==> config.mk <==
export PLATFORM = sky130hd
export DESIGN_NAME = mbx_channel
export DESIGN_NICKNAME = d
export VERILOG_FILES = /design/src/rtl/mbx_pkg.sv /design/src/rtl/mbx_fifo.sv /design/src/rtl/mbx_latch.sv /design/src/rtl/mbx_rd_port.sv /design/src/rtl/mbx_channel.sv
export SDC_FILE = /design/constraint.sdc
export NUM_CORES = 1
export LEC_CHECK = 0
export BUFFER_PORTS_ARGS = -buffer_cell sky130_fd_sc_hd__buf_4
export CAP_MARGIN = 20
export CELL_PAD_IN_SITES_DETAIL_PLACEMENT = 1
export CELL_PAD_IN_SITES_GLOBAL_PLACEMENT = 1
export CORE_AREA = 10 10 155 157
export CTS_CLUSTER_SIZE = 28
export DETAILED_ROUTE_END_ITERATION = 7
export DIE_AREA = 0 0 165 167
export HOLD_SLACK_MARGIN = 0.03
export PLACE_DENSITY_LB_ADDON = 0.1
export REMOVE_ABC_BUFFERS = 1
export SLEW_MARGIN = 20
export SYNTH_ARGS = -nofsm -noshare
export SYNTH_HDL_FRONTEND = slang
export SYNTH_HIERARCHICAL = 1
export SYNTH_SLANG_ARGS = --single-unit
==> constraint.sdc <==
create_clock -name clk_i -period 9.5 [get_ports clk_i]
set_input_delay 0.475 -clock clk_i [delete_from_list [all_inputs] [get_ports clk_i]]
set_output_delay 0.475 -clock clk_i [all_outputs]
set_load 0.1 [all_outputs]
==> src/rtl/mbx_pkg.sv <==
package mbx_pkg;
  localparam int unsigned SEL_W    = 3;
  localparam logic [SEL_W-1:0] SEL_STAT = 3'd0;
  localparam logic [SEL_W-1:0] SEL_DATA = 3'd1;
endpackage

==> src/rtl/mbx_fifo.sv <==
module mbx_fifo #(
  parameter int unsigned DW    = 8,
  parameter int unsigned DEPTH = 24
) (
  input  logic          clk_i,
  input  logic          rst_ni,
  input  logic          clr_i,
  input  logic          push_i,
  input  logic          pop_i,
  input  logic [DW-1:0] din_i,
  output logic [DW-1:0] dout_o,
  output logic          empty_o,
  output logic          full_o
);
  localparam int unsigned PTR_W = (DEPTH > 1) ? $clog2(DEPTH) : 1;
  localparam int unsigned CNT_W = $clog2(DEPTH + 1);
  localparam logic [PTR_W-1:0] LAST = PTR_W'(DEPTH - 1);

  logic [DW-1:0]    mem_q [DEPTH];
  logic [PTR_W-1:0] wr_ptr_q, rd_ptr_q;
  logic [CNT_W-1:0] cnt_q;
  logic             do_push, do_pop;

  assign empty_o = (cnt_q == '0);
  assign full_o  = (cnt_q == CNT_W'(DEPTH));
  assign do_push = push_i && !full_o;
  assign do_pop  = pop_i && !empty_o;
  assign dout_o  = mem_q[rd_ptr_q];

  always_ff @(posedge clk_i) begin
    if (do_push && !clr_i) mem_q[wr_ptr_q] <= din_i;
  end

  always_ff @(posedge clk_i or negedge rst_ni) begin
    if (!rst_ni) begin
      wr_ptr_q <= '0;
      rd_ptr_q <= '0;
      cnt_q    <= '0;
    end else if (clr_i) begin
      wr_ptr_q <= '0;
      rd_ptr_q <= '0;
      cnt_q    <= '0;
    end else begin
      if (do_push) wr_ptr_q <= (wr_ptr_q == LAST) ? '0 : wr_ptr_q + 1'b1;
      if (do_pop)  rd_ptr_q <= (rd_ptr_q == LAST) ? '0 : rd_ptr_q + 1'b1;
      case ({do_push, do_pop})
        2'b10:   cnt_q <= cnt_q + 1'b1;
        2'b01:   cnt_q <= cnt_q - 1'b1;
        default: cnt_q <= cnt_q;
      endcase
    end
  end

  initial begin
    p_min_depth_r1: assert (DEPTH >= 10);
  end

  p_no_overflow_r5: assert property (@(posedge clk_i) disable iff (!rst_ni)
    (full_o && push_i && !pop_i && !clr_i) |=> (full_o && $stable(wr_ptr_q)));
  p_clear_r8: assert property (@(posedge clk_i) disable iff (!rst_ni)
    clr_i |=> empty_o);
  p_empty_pop_r6: assert property (@(posedge clk_i) disable iff (!rst_ni)
    (empty_o && pop_i && !clr_i) |=> $stable(rd_ptr_q));
endmodule

==> src/rtl/mbx_latch.sv <==
module mbx_latch #(
  parameter int unsigned DW = 8
) (
  input  logic          clk_i,
  input  logic          rst_ni,
  input  logic          clr_i,
  input  logic          wr_i,
  input  logic          rd_i,
  input  logic [DW-1:0] din_i,
  output logic [DW-1:0] dout_o,
  output logic          full_o
);
  logic [DW-1:0] data_q;
  logic          full_q;

  assign dout_o = data_q;
  assign full_o = full_q;

  always_ff @(posedge clk_i or negedge rst_ni) begin
    if (!rst_ni) begin
      data_q <= '0;
      full_q <= 1'b0;
    end else if (clr_i) begin
      full_q <= 1'b0;
    end else if (full_q) begin
      if (rd_i) full_q <= 1'b0;
    end else if (wr_i) begin
      data_q <= din_i;
      full_q <= 1'b1;
    end
  end

  p_latch_keep_r5: assert property (@(posedge clk_i) disable iff (!rst_ni)
    (full_q && wr_i && !clr_i) |=> $stable(data_q));
  p_latch_clear_r8: assert property (@(posedge clk_i) disable iff (!rst_ni)
    clr_i |=> !full_q);
endmodule

==> src/rtl/mbx_rd_port.sv <==
module mbx_rd_port
  import mbx_pkg::*;
#(
  parameter int unsigned DW = 8
) (
  input  logic             clk_i,
  input  logic             rst_ni,
  input  logic             cs_i,
  input  logic             rd_i,
  input  logic [SEL_W-1:0] sel_i,
  input  logic             avail_i,
  input  logic             not_full_i,
  input  logic [DW-1:0]    data_i,
  output logic             pop_o,
  output logic [DW-1:0]    rdata_o
);
  logic [DW-1:0] rdata_q;
  logic          stat_rd, data_rd;

  assign stat_rd = cs_i && rd_i && (sel_i == SEL_STAT);
  assign data_rd = cs_i && rd_i && (sel_i == SEL_DATA);
  assign pop_o   = data_rd && avail_i;
  assign rdata_o = rdata_q;

  always_ff @(posedge clk_i or negedge rst_ni) begin
    if (!rst_ni)      rdata_q <= '0;
    else if (stat_rd) rdata_q <= {avail_i, not_full_i, {(DW-2){1'b1}}};
    else if (pop_o)   rdata_q <= data_i;
  end

  p_empty_hold_r6: assert property (@(posedge clk_i) disable iff (!rst_ni)
    (data_rd && !avail_i) |=> $stable(rdata_o));
  p_idle_hold_r9: assert property (@(posedge clk_i) disable iff (!rst_ni)
    !(cs_i && rd_i) |=> $stable(rdata_o));
endmodule

==> src/rtl/mbx_channel.sv <==
module mbx_channel
  import mbx_pkg::*;
#(
  parameter int unsigned DW         = 8,
  parameter int unsigned FIFO_DEPTH = 24
) (
  input  logic             clk_i,
  input  logic             rst_ni,
  input  logic             clr_i,
  input  logic             irq_en_i,
  input  logic             h_cs_i,
  input  logic [SEL_W-1:0] h_sel_i,
  input  logic             h_rd_i,
  input  logic             h_wr_i,
  input  logic [DW-1:0]    h_wdata_i,
  output logic [DW-1:0]    h_rdata_o,
  input  logic             p_cs_i,
  input  logic [SEL_W-1:0] p_sel_i,
  input  logic             p_rd_i,
  input  logic             p_wr_i,
  input  logic [DW-1:0]    p_wdata_i,
  output logic [DW-1:0]    p_rdata_o,
  output logic             p_irq_no
);
  logic          h_wr_data, p_wr_data;
  logic          h_pop, p_pop;
  logic          fifo_empty, fifo_full, lat_full;
  logic [DW-1:0] fifo_dout, lat_dout;

  assign h_wr_data = h_cs_i && h_wr_i && (h_sel_i == SEL_DATA);
  assign p_wr_data = p_cs_i && p_wr_i && (p_sel_i == SEL_DATA);

  // parasite -> host
  mbx_fifo #(.DW(DW), .DEPTH(FIFO_DEPTH)) u_fifo (
    .clk_i, .rst_ni, .clr_i,
    .push_i (p_wr_data),
    .pop_i  (h_pop),
    .din_i  (p_wdata_i),
    .dout_o (fifo_dout),
    .empty_o(fifo_empty),
    .full_o (fifo_full)
  );

  // host -> parasite
  mbx_latch #(.DW(DW)) u_latch (
    .clk_i, .rst_ni, .clr_i,
    .wr_i  (h_wr_data),
    .rd_i  (p_pop),
    .din_i (h_wdata_i),
    .dout_o(lat_dout),
    .full_o(lat_full)
  );

  mbx_rd_port #(.DW(DW)) u_h_rd (
    .clk_i, .rst_ni,
    .cs_i      (h_cs_i),
    .rd_i      (h_rd_i),
    .sel_i     (h_sel_i),
    .avail_i   (!fifo_empty),
    .not_full_i(!lat_full),
    .data_i    (fifo_dout),
    .pop_o     (h_pop),
    .rdata_o   (h_rdata_o)
  );

  mbx_rd_port #(.DW(DW)) u_p_rd (
    .clk_i, .rst_ni,
    .cs_i      (p_cs_i),
    .rd_i      (p_rd_i),
    .sel_i     (p_sel_i),
    .avail_i   (lat_full),
    .not_full_i(!fifo_full),
    .data_i    (lat_dout),
    .pop_o     (p_pop),
    .rdata_o   (p_rdata_o)
  );

  assign p_irq_no = !(irq_en_i && lat_full);

  p_irq_raise_r7: assert property (@(posedge clk_i) disable iff (!rst_ni)
    (h_wr_data && !lat_full && !clr_i && irq_en_i) |=> (!p_irq_no || !irq_en_i));
  p_irq_clear_r7: assert property (@(posedge clk_i) disable iff (!rst_ni)
    (p_pop && !clr_i) |=> p_irq_no);
  p_deselect_r10: assert property (@(posedge clk_i) disable iff (!rst_ni)
    (!h_cs_i && !p_cs_i && !clr_i) |=> ($stable(lat_full) && $stable(fifo_empty)));
endmodule

==> results of run 1 <==
==> layout make-up <==
| cell class | count | area share (%) |
|---|---|---|
| inverter | 24 | 0.813 |
| multi-input combinational | 316 | 24.3 |
| timing repair buffer | 52 | 3.54 |
| sequential | 232 | 61.1 |
| clock inverter | 18 | 1.50 |
| tap | 275 | 3.10 |
| clock buffer | 27 | 5.71 |
==> worst min path at each step <==
stage,endpoint,slack [ps],from,cells past startpoint
2_1_floorplan,u_fifo/cnt_q[0]$_DFFE_PN0P_,180,rst_ni,0
3_3_place_gp,u_latch/dout_o[7]$_DFFE_PN0P_,490,u_latch/dout_o[7]$_DFFE_PN0P_,1
3_5_place_dp,u_fifo/cnt_q[3]$_DFFE_PN0P_,490,rst_ni,1
4_1_cts,u_latch/dout_o[2]$_DFFE_PN0P_,180,h_wdata_i[2],2
5_1_grt,u_latch/dout_o[6]$_DFFE_PN0P_,190,h_wdata_i[6],2
6_report,u_latch/dout_o[2]$_DFFE_PN0P_,200,h_wdata_i[2],2
==> placed cells by master (no fill, tap or decap), types with 5 or more instances in the layout <==
| cell | netlist | layout |
|---|---|---|
| mux2i_1 | 46 | 46 |
| clkbuf_16 | 0 | 25 |
| mux2_2 | 8 | 8 |
| o311ai_1 | 8 | 8 |
| nand3_1 | 15 | 15 |
| a22oi_1 | 8 | 8 |
| nand2_1 | 25 | 25 |
| and2_1 | 5 | 5 |
| a31oi_1 | 13 | 13 |
| nor2_1 | 56 | 56 |
| clkinv_2 | 0 | 5 |
| mux4_2 | 32 | 32 |
| dfrtp_1 | 40 | 38 |
| nand3b_1 | 5 | 5 |
| o211ai_1 | 9 | 9 |
| inv_1 | 23 | 23 |
| edfxtp_1 | 192 | 192 |
| buf_4 | 0 | 51 |
| a21oi_1 | 26 | 26 |
| clkinv_1 | 0 | 7 |
| ha_1 | 8 | 8 |
==> worst reg2reg max path: cells and delay by family, from the launching register on <==
| kind | cells | cell delay [ps] |
|---|---|---|
| flops | 1 | 420 |
| simple gates | 6 | 1740 |
| compound gates | 4 | 560 |
| buf+inv | 2 | 160 |
| fa+ha+maj | 1 | 320 |
==> layer usage <==
layer,global-route usage [%],wire length (um),up-vias,share of wire [%]
li1,-,-,2423,-
met1,21.8,9520,2708,44
met2,25.7,10500,147,48
met3,2.88,1590,19,7.3
met4,2.77,232,0,1.1
met5,0,0,-,0
==> flip-flops by register name, summed over array words and instances (netlist names) <==
name,flops
u_fifo/cnt_q,5
u_fifo/mem_q,192
u_fifo/rd_ptr_q,5
u_fifo/wr_ptr_q,5
u_h_rd/rdata_o,8
u_latch/dout_o,8
u_latch/full_o,1
u_p_rd/rdata_o,8
==> through the flow <==
stage | hold WS [ps] | area, um2 | power, W | instances
detailed placement | 489 | 10300 | 0.00132 | 898
CTS | 181 | 11100 | 0.00227 | 944
finish | 196 | 11100 | 0.00224 | 944
global route | 186 | 11100 | 0.00233 | 944
floorplan | 179 | 9550 | 0.00126 | 572
global placement | 486 | 10300 | 0.00132 | 898
==> power by group through the flow <==
stage | clock network [W] | registers [W] | logic (W)
final | 0.000943 | 0.00113 | 0.000168
after global routing | 0.00101 | 0.00113 | 0.000178
after CTS | 0.000970 | 0.00113 | 0.000170
after detailed placement | 0 | 0.00115 | 0.000170
after global placement | 0 | 0.00115 | 0.000166
after floorplan | 0 | 0.00123 | 0.0000265
==> kinds of logic after synthesis <==
family          share of synthesized area, %
compound gates                          5.80
xor+xnor                               0.527
fa+ha+maj                               1.23
buf+inv                                 2.87
flops                                   69.5
mux                                     13.4
simple gates                            6.72
==> repair_timing <==
item / CTS / global route
gates resized for setup: 0 / 0
setup endpoints to repair: 0 / 0
hold buffers: 1 / 0
hold endpoints to repair: 40 / 0
==> results.md, run 1 <==
* Outcome: finished, final reports clean
* Slew Limit Fails at 0
* P_leak at around 3.7 nW
* Crit path from: u_fifo/cnt_q[1]$_DFFE_PN0P_
* DP HPWL at between 10 and 15 mm
* Starting density of the core at between 40% and 50%
* Register area share after synthesis at between 60% and 70%
* CP required at approximately 9900 ps
* Final Hold Vio Count at 0
* Synth warn at 6
* Total number of vias at 5297
* Netlist cell types at 49
* Synthesized flop and latch total at 232
* Psw at between 0.0005 and 0.0006 W
* Synth Instances at 608
* Filler instances at approximately 2000
* Placement Setup Slack at 6120 ps
* Final ANT Viol Nets at 0
* Number of antenna diodes at 0
* Root Driver: clkbuf_16
* Final period utilization at 35.0%
* Die Wd at about 170 um
* Htree depth at 1
* Register area at roughly 6800 um2
* Die ar. at 27600 um2
* Critical path's largest stage delay at 530 ps
* Num Clock Sinks at 232
* Final GP Congestion at between 0.7 and 0.8
* Largest net degree at the start of global routing at 48
* Final Worst Setup Slack at around 6200 ps
* CTS tree: done
* Max rail drop VDD at approximately 0.15 mV
* Synthesis-to-finish area growth at 13.9%
* Share of cells above drive strength 1 at between 20% and 30%
* R2R Path End: u_fifo/cnt_q[4]$_DFFE_PN0P_
* Ranking of synthesized cells by area: edfxtp_1 59%, dfrtp_1 10%, mux4_2 7.4%
* Synth top area share at 59.2%
* WP depth at 13
* Final setup fails at 0
* Pint at around 0.0017 W
* Asr flop ratio synth at about 17%
* Post-Syn Area per Cell at between 15 and 20 um2
* Minimum clock period at 3320 ps
* Sw frac at between 20% and 30%
* Max Cap Violations at 0
* HP Class: in -> reg
* Setup crit end: u_fifo/cnt_q[4]$_DFFE_PN0P_
* Critical path type: reg -> reg
* Mapped cell area at between 9000 and 10000 um2
* Postcts setup bufs at 0
* Rel. slew slack at between 40 and 50%
* Worst-path maximum fanout at 7
* Final core occ at 53.2%
* Area of the multi-input gates at ~2700 um2
* Flop2flop setup slack at about 6000 ps
* Die Y-Extent at 167 um
* R2r startpoint: u_fifo/cnt_q[1]$_DFFE_PN0P_
* Critical path arrival at 3700 ps
* Power share of the combinational group at under 10%
* First-pass GRT wire length at approximately 34 mm
* Vias per cell at 5.61
* Port bufs at 48
* RSZ-0062 raised after global routing: false
* Final Skew at between 9 and 10 ps
* Post-synth top cells: 192 x edfxtp_1, 56 x nor2_1, 46 x mux2i_1
* Element type at the critical path end: flop
* Worst slew pin tran at just under 900 ps
* Grt ovf at 0
* Largest area contributor in the netlist: edfxtp_1
* Detailed-route wire length at 21.8 mm
* EDFF count, synth at ~190
* Top FF cell, synth: edfxtp_1
* Critical-path cell list: or3_1, nor3_1, inv_1, and3_2, o31a_1, nand2_1, inv_2, ha_1, nor2b_1, o21a_1, or4_1, o211ai_1, a211oi_1
* CTS buffer count at 25
* Antenna violations before repair at 0
* Clock slew at reported path FFs at about 60 ps
* Startpoint Class: flop
* Initial DRC Count at between 300 and 400
* Detailed-route DRC error count at 0
* Clk network pwr share at approximately two fifths
* Top-count cell post-synth: edfxtp_1
* FF-to-FF path depth at 13
* Number of global-route vias before repair at about 5800
* Achievable frequency at 301 MHz
* Critical-path top delay cell: or3_1
* Max Root-Sink Buffers at 3
* CP delay by family, top: simple AND/OR/NAND/NOR gates
* PwrDens at slightly above 200 nW/um2
* Number of nets in the layout at around 690
* DR pass1 iterations at 4
* Sequential power share at approximately 50%
* Routed len/inst at roughly 23 um
* CP Buf/Inv Count at 2
* I/O pins at a little under 50
* Num rows at 53
* Tot GR Track Use at between 10% and 20%
* Clk Latency, worst-skew pair at ~510 ps
* Core Region at 20800 um2
* Setup_tns at 0 ps
Power figures use the tool's default switching activity.
==> run 2: changes to the inputs <==
ABC_AREA = 1   (was unset)
CORE_AREA = 10 10 164 166   (was 10 10 155 157)
DIE_AREA = 0 0 174 176   (was 0 0 165 167)
clock period = 3 ns   (was 9.5 ns; I/O delays follow)
==> run 2 against run 1 <==
  * Core utilization down 2.9 points
  * Final cell count grew 48%
  * Sequential power increased to 3.2 times the previous value
  * Cell area up 8.1%
  * Non-clock buffer count increased by 43
  * First-iteration DRC count down 0.79%
  * Die area rose by 11%
  * Synthesized cell count increased by 60%
  * Combinational power rose to 3.6 times the previous value
  * Critical endpoint unchanged
  * Via count is 35% higher
  * Clock skew hardly changed
  * Flip-flop and latch count stayed put
==> results.md, run 2 <==
* Die Wd at between 150 and 200 um
* PwrDens at about 610 nW/um2
* Root Driver: clkbuf_16
* Most flops, register: u_fifo/mem_q
* Synthesized flop and latch total at between 200 and 250
* Max reg flops at approximately 190
* Max Cap Violations at 0
* Starting density of the core at between 40% and 50%
* CP required at 3410 ps
* Achievable frequency at between 300 and 400 MHz
* Startpoint Class: flop
* Tot GR Track Use at approximately 18%
* Synth top area share at a little under three fifths
* Outcome: finished, final reports clean
* First-pass GRT wire length at ~43 mm
* EDFF count, synth at ~190
* RSZ-0062 raised after global routing: false
* Final period utilization at 86.4%
* DP HPWL at 16.9 mm
* Number of global-route vias before repair at roughly 7600
* Port bufs at 48
* Commonest cells after routing, fill and taps aside: 292 x nand2_1, 192 x edfxtp_1, 112 x nor2_1
* Worst slew pin tran at roughly 840 ps
* Clock slew at reported path FFs at ~60 ps
* Final GP Congestion at 0.800
* Num rows at between 50 and 60
* Hold path depth at 1
* Number of nets in the layout at around 1100
* Max Root-Sink Buffers at 3
* HP Class: in -> reg
* Routed len/inst at approximately 19 um
* Minimum clock period at ~2600 ps
* Final ANT Viol Nets at 0
* Synth warn at 6
* Synthesis-to-finish area growth at 17.5%
* Share of cells above drive strength 1 at ~14%
* Total number of vias at slightly above 7000
* Num Clock Sinks at roughly 230
* Die ar. at 30600 um2
* Final Hold Vio Count at 0
* XOR/XNOR share of the synthesized area at less than 1%
* Largest area contributor in the netlist: edfxtp_1
* Postcts setup bufs at 0
* P_leak at 4.85 nW
* Antenna violations before repair at 0
* Fraction of the mapped netlist area in adder cells at between 1 and 1.5%
* Element type at the critical path end: flop
* Max rail drop VDD at between 0.4 and 0.5 mV
* Register area share after synthesis at about two thirds
* Largest net degree at the start of global routing at 99
* Final core occ at around half
* Setup_tns at 0 ps
* Mapped cell area at a little over 10000 um2
* Post-synthesis compound-gate area fraction at 4.55%
* Die Y-Extent at between 150 and 200 um
* Post-CTS Hold Buffers at 20
* Critical path arrival at approximately 3000 ps
* Final setup fails at 0
* Top FF cell, synth: edfxtp_1
* Htree depth at 1
* Post-synth top cells: 292 x nand2_1, 192 x edfxtp_1, 112 x nor2_1
* Mux cell area share after synthesis at 0%
* Ranking of synthesized cells by area: edfxtp_1 57%, nand2_1 11%, dfrtp_1 9.8%
* CTS tree: done
* Post-Syn Area per Cell at around 10 um2
* Detailed-route DRC error count at 0
* Final Skew at between 10 and 15 ps
* I/O pins at slightly below 50
* Clk Latency, worst-skew pair at between 500 and 600 ps
* Worst-path maximum fanout at 10
* CTS buffer count at 26
* Vias per cell at 5.10
* Rel. slew slack at about 44%
* Commonest non-fill, non-tap cell in the layout: nand2_1
* Grt ovf at 0
* PostCTS Resize Cnt at 0
* DR pass1 iterations at 5
* Critical path type: reg -> reg
* Synth Instances at around 1000
* Netlist cell types at 36
* Slew Limit Fails at 0
* Detailed-route wire length at about 27 mm
* Simple-Gate Fraction of Synth Area at a little under a quarter
* Initial DRC Count at around 380
* Asr flop ratio synth at roughly 17%
* FF-to-FF path depth at 21
* Top-count cell post-synth: nand2_1
* Main combinational cell family by area after synthesis: simple AND/OR/NAND/NOR gates
* Hold Slack at 43.7 ps
* Core Region at between 20000 and 25000 um2
## run 2: cell count changes after synthesis, sizes merged, moves of 10 or more
| cell | previous run | this run |
|---|---|---|
| mux2 | 10 | 0 |
| nand2 | 25 | 301 |
| o21ai | 3 | 58 |
| nor2 | 56 | 121 |
| a21oi | 26 | 5 |
| nand3 | 15 | 105 |
| inv | 24 | 68 |
| a31oi | 14 | 0 |
| mux2i | 46 | 0 |
| mux4 | 32 | 0 |
## run 2: cell families after synthesis
kind of cell	after synthesis
AO/OA/AOI/OAI	80
XOR/XNOR	4
adder cells (fa/ha/maj)	9
buffers and inverters	109
flip-flops	232
AND/OR/NAND/NOR	538
## run 2: critical path: stages (launching register included)
cell	delay, ps
dfrtp_1	410
nor2_2	70
nand3_1	110
inv_1	60
inv_1	70
nand2_1	50
inv_1	80
nand3_4	140
inv_2	130
nand2_2	100
inv_2	130
nand2_4	90
fa_1	400
nand3b_1	200
nand2_1	90
nand2_1	50
nand2_1	80
inv_1	40
nand2_1	60
nand2_1	50
nand2_1	60
nand2_1	40
## run 2: worst paths after layout
kind,from,end,slack (ps)
worst max-delay path,u_fifo/cnt_q[0]$_DFFE_PN0P_,u_fifo/cnt_q[4]$_DFFE_PN0P_,410
worst min-delay path,p_wdata_i[7],u_fifo/mem_q[17][7]$_DFFE_PP_,40
worst max register to register,u_fifo/cnt_q[0]$_DFFE_PN0P_,u_fifo/cnt_q[4]$_DFFE_PN0P_,410
worst min register to register,u_latch/dout_o[6]$_DFFE_PN0P_,u_latch/dout_o[6]$_DFFE_PN0P_,470
max in group asynchronous,rst_ni,u_fifo/rd_ptr_q[0]$_DFFE_PN0P_,2420
min in group asynchronous,rst_ni,u_h_rd/rdata_o[3]$_DFFE_PN0P_,150
## run 2: through the flow
stage / setup slack, ps / instances / power [W] / instance area, um2
3_5_place_dp: 423 / 1332 / 0.00425 / 11000
2_1_floorplan: -318 / 933 / 0.00404 / 9960
5_1_grt: 86.4 / 1400 / 0.00750 / 12000
6_report: 407 / 1401 / 0.00726 / 12000
3_3_place_gp: 492 / 1332 / 0.00424 / 11000
4_1_cts: 394 / 1400 / 0.00734 / 12000
## run 2: power by group
part	total [W]	switching, W	internal, W
combinational	0.000601	0.000467	0.000134
clock	0.00306	0.00125	0.00181
sequential	0.00359	0.0000379	0.00355
## run 2: area by class of cell
| type | count | area, um2 |
|---|---|---|
| clock buffer | 33 | 698 |
| multi-input combinational | 631 | 2930 |
| tap | 324 | 405 |
| timing repair buffer | 95 | 801 |
| fill | 2642 | 11800 |
| inverter | 70 | 265 |
| antenna | 1 | 2.50 |
| sequential | 232 | 6770 |
| clock inverter | 15 | 120 |
## run 2: per-layer routing
metal  routed length (um)  global-route usage (%)  share of wire [%]
met1                12200                    23.4                 45
met2                13200                    30.2                 49
met3                  872                    2.05                3.3
met4                  510                    4.67                1.9
met5                    0                       0                  0
==> run 3: changes to the inputs <==
--- a/config.mk
+++ b/config.mk
@@ -11,8 +11,8 @@
 export CELL_PAD_IN_SITES_DETAIL_PLACEMENT = 1
 export CELL_PAD_IN_SITES_GLOBAL_PLACEMENT = 1
-export CORE_AREA = 10 10 164 166
+export CORE_AREA = 10 10 159 161
 export CTS_CLUSTER_SIZE = 28
 export DETAILED_ROUTE_END_ITERATION = 7
-export DIE_AREA = 0 0 174 176
+export DIE_AREA = 0 0 169 171
 export HOLD_SLACK_MARGIN = 0.03
 export PLACE_DENSITY_LB_ADDON = 0.1
==> constraint.sdc (replaced) <==
create_clock -name clk_i -period 2.6 [get_ports clk_i]
set_input_delay 0.52 -clock clk_i [delete_from_list [all_inputs] [get_ports clk_i]]
set_output_delay 0.52 -clock clk_i [all_outputs]
set_load 0.1 [all_outputs]
==> run 3 against run 2 <==
  * Sequential power grew 15%
  * Clock skew grew 0.83 ps
  * Routed wire length shrank 2.1%
  * Combinational power grew 12%
  * Sequential share of layout area grew 0.71 points
  * Final cell count shrank 3.7%
  * Non-clock buffer count shrank 9
  * Critical path depth shrank 5
  * Core utilization grew 2.9 points
  * Global-route usage grew 0.51 points
  * Clock power grew 15%
  * Largest power group unchanged
  * Highest routed layer unchanged
==> results.md, run 3 (synthesis gave the netlist of run 2 again) <==
* Outcome: finished, final reports clean
* Max Cap Violations at 0
* Detailed-route wire length at 26.2 mm
* Number of nets in the layout at 1087
* Max Root-Sink Buffers at 3
* Root Driver: clkbuf_16
* Port bufs at 48
* Max rail drop VDD at between 0.5 and 0.6 mV
* Rel. slew slack at 63.6%
* Core Region at between 20000 and 25000 um2
* Psw at between 0.0015 and 0.002 W
* Setup_tns at 0 ps
* Achievable frequency at 425 MHz
* HP Class: in -> reg
* First-pass GRT wire length at roughly 42 mm
* Num rows at 55
* Most flops, register: u_fifo/mem_q
* Initial DRC Count at between 400 and 500
* Critical path type: reg -> reg
* Sw frac at approximately a quarter
* Die Y-Extent at about 170 um
* Die Wd at ~170 um
* Critical path arrival at ~2800 ps
* GRT busiest layer: met2
* Worst-path maximum fanout at 5
* Element type at the critical path end: flop
* Htree depth at 1
* Startpoint Class: flop
* Final Worst Setup Slack at around 250 ps
* Power share of the combinational group at approximately 8%
* Synthesis-to-finish area growth at 16.0%
* Pint at about 0.0064 W
* I/O pins at 49
* Final period utilization at 90.5%
* Num Clock Sinks at 232
* Antenna violations before repair at 0
* CP delay by family, top: simple AND/OR/NAND/NOR gates
* Final setup fails at 0
* P_leak at about 4.9 nW
* GR Util met2 at between 30% and 40%
* Number of antenna diodes at 0
* Sequential power share at slightly below 50%
* Vias per cell at 5.26
* Slew Limit Fails at 0
* Largest net degree at the start of global routing at 99
* Met3 usage at under 10%
* Max reg flops at roughly 190
* Die ar. at 28900 um2
* Final Skew at roughly 11 ps
* Critical path's largest stage delay at around 400 ps
* Detailed-route DRC error count at 0
* Placement Setup Slack at approximately 50 ps
* CP required at 3010 ps
* CTS buffer count at 25
* Clk Latency, worst-skew pair at 520 ps
* Hold Slack at 231 ps
* Minimum clock period at roughly 2400 ps
* Number of global-route vias before repair at about 7400
* Grt ovf at 0
* Share of cells above drive strength 1 at about 15%
* Final GP Congestion at 0.805
* Commonest non-fill, non-tap cell in the layout: nand2_1
* CTS tree: done
* Flop2flop setup slack at 250 ps
* Worst slew pin tran at between 500 and 600 ps
* Total number of vias at roughly 7100
* Starting density of the core at a little under half
* Tot GR Track Use at around 18%
* Critical-path cell list: nor2_2, nand3_2, inv_1, inv_1, nand2_1, inv_1, nand3_4, inv_2, nand2_4, nor2_4, ha_1, a21oi_1, nand2_1, or2_2, nand4_1, nand2_1
* Clk network pwr share at between 40% and 50%
* Clock slew at reported path FFs at 60 ps
* DR pass1 iterations at 5
* DP HPWL at 16.9 mm
* Final Hold Vio Count at 0
* CP Buf/Inv Count at 4
* Final ANT Viol Nets at 0
* Routed len/inst at 19.5 um
* Critical-path top delay cell: dfrtp_1
* Met1 Resource Use GR at 24.7%
* Commonest cells after routing, fill and taps aside: 292 x nand2_1, 192 x edfxtp_1, 111 x nor2_1
* PwrDens at 705 nW/um2
run 3: changes by cell type in the layout (fill, tap and decap cells not counted), moves of 2 or more:
cell | previous run | this run
buf_4 | 72 | 82
clkinv_1 | 8 | 6
clkbuf_8 | 0 | 2
clkbuf_1 | 6 | 4
dlygate4sd3_1 | 20 | 1
clkbuf_16 | 27 | 25
run 3: worst paths after layout:
check	from	to	cells after the start
worst max register to register	u_fifo/cnt_q[1]$_DFFE_PN0P_	u_fifo/cnt_q[3]$_DFFE_PN0P_	16
min in group asynchronous	rst_ni	u_h_rd/rdata_o[7]$_DFFE_PN0P_	2
worst min-delay path	h_wdata_i[7]	u_latch/dout_o[7]$_DFFE_PN0P_	3
worst min register to register	u_latch/dout_o[0]$_DFFE_PN0P_	u_latch/dout_o[0]$_DFFE_PN0P_	2
max in group asynchronous	rst_ni	u_fifo/rd_ptr_q[0]$_DFFE_PN0P_	2
worst max-delay path	u_fifo/cnt_q[1]$_DFFE_PN0P_	u_fifo/cnt_q[3]$_DFFE_PN0P_	16
run 3: worst register-to-register path, delay by kind of cell (launching register included):
family                     cells  cell delay, ps
buffers and inverters          4             260
AOI/OAI and AO/OA              1             140
and+or+nand+nor               10            1120
DFF                            1             400
adders and majority gates      1             330
run 3: metrics by stage:
step | util, % | cells | instance area [um2] | power (W)
after floorplan | - | 933 | 9960 | 0.00466
after global placement | 49.4 | 1301 | 11000 | 0.00489
after detailed placement | 49.4 | 1301 | 11000 | 0.00490
after CTS | 53.1 | 1347 | 11800 | 0.00843
after global routing | 53.3 | 1349 | 11800 | 0.00861
final | 53.3 | 1349 | 11800 | 0.00835
run 3: layer usage:
metal	vias to the layer above	part of all wire [%]
li1	3420	-
met1	3537	45
met2	103	50
met3	30	3.1
met4	0	1.5
met5	-	0
run 3: area by class of cell:
class / count / area, um2
clock buffer: 31 / 668
clock inverter: 14 / 144
fill: 2412 / 10400
inverter: 70 / 268
multi-input combinational: 631 / 2950
sequential: 232 / 6770
tap: 285 / 357
timing repair buffer: 86 / 686
run 3: power groups by stage:
stage          registers (W)  logic [W]  clock network (W)
2_1_floorplan        0.00456  0.0000976                  0
3_3_place_gp         0.00422   0.000671                  0
3_5_place_dp         0.00422   0.000680                  0
4_1_cts              0.00414   0.000682            0.00360
5_1_grt              0.00415   0.000712            0.00374
6_report             0.00414   0.000672            0.00353
run 3: what timing repair did:
| action | in CTS | in global routing |
|---|---|---|
| resized for setup | 0 | 6 |
| hold buffers | 1 | 0 |
| buffers inserted | 0 | 2 |
| endpoints found under the hold margin | 40 | 0 |
| endpoints found under the setup margin | 0 | 2 |
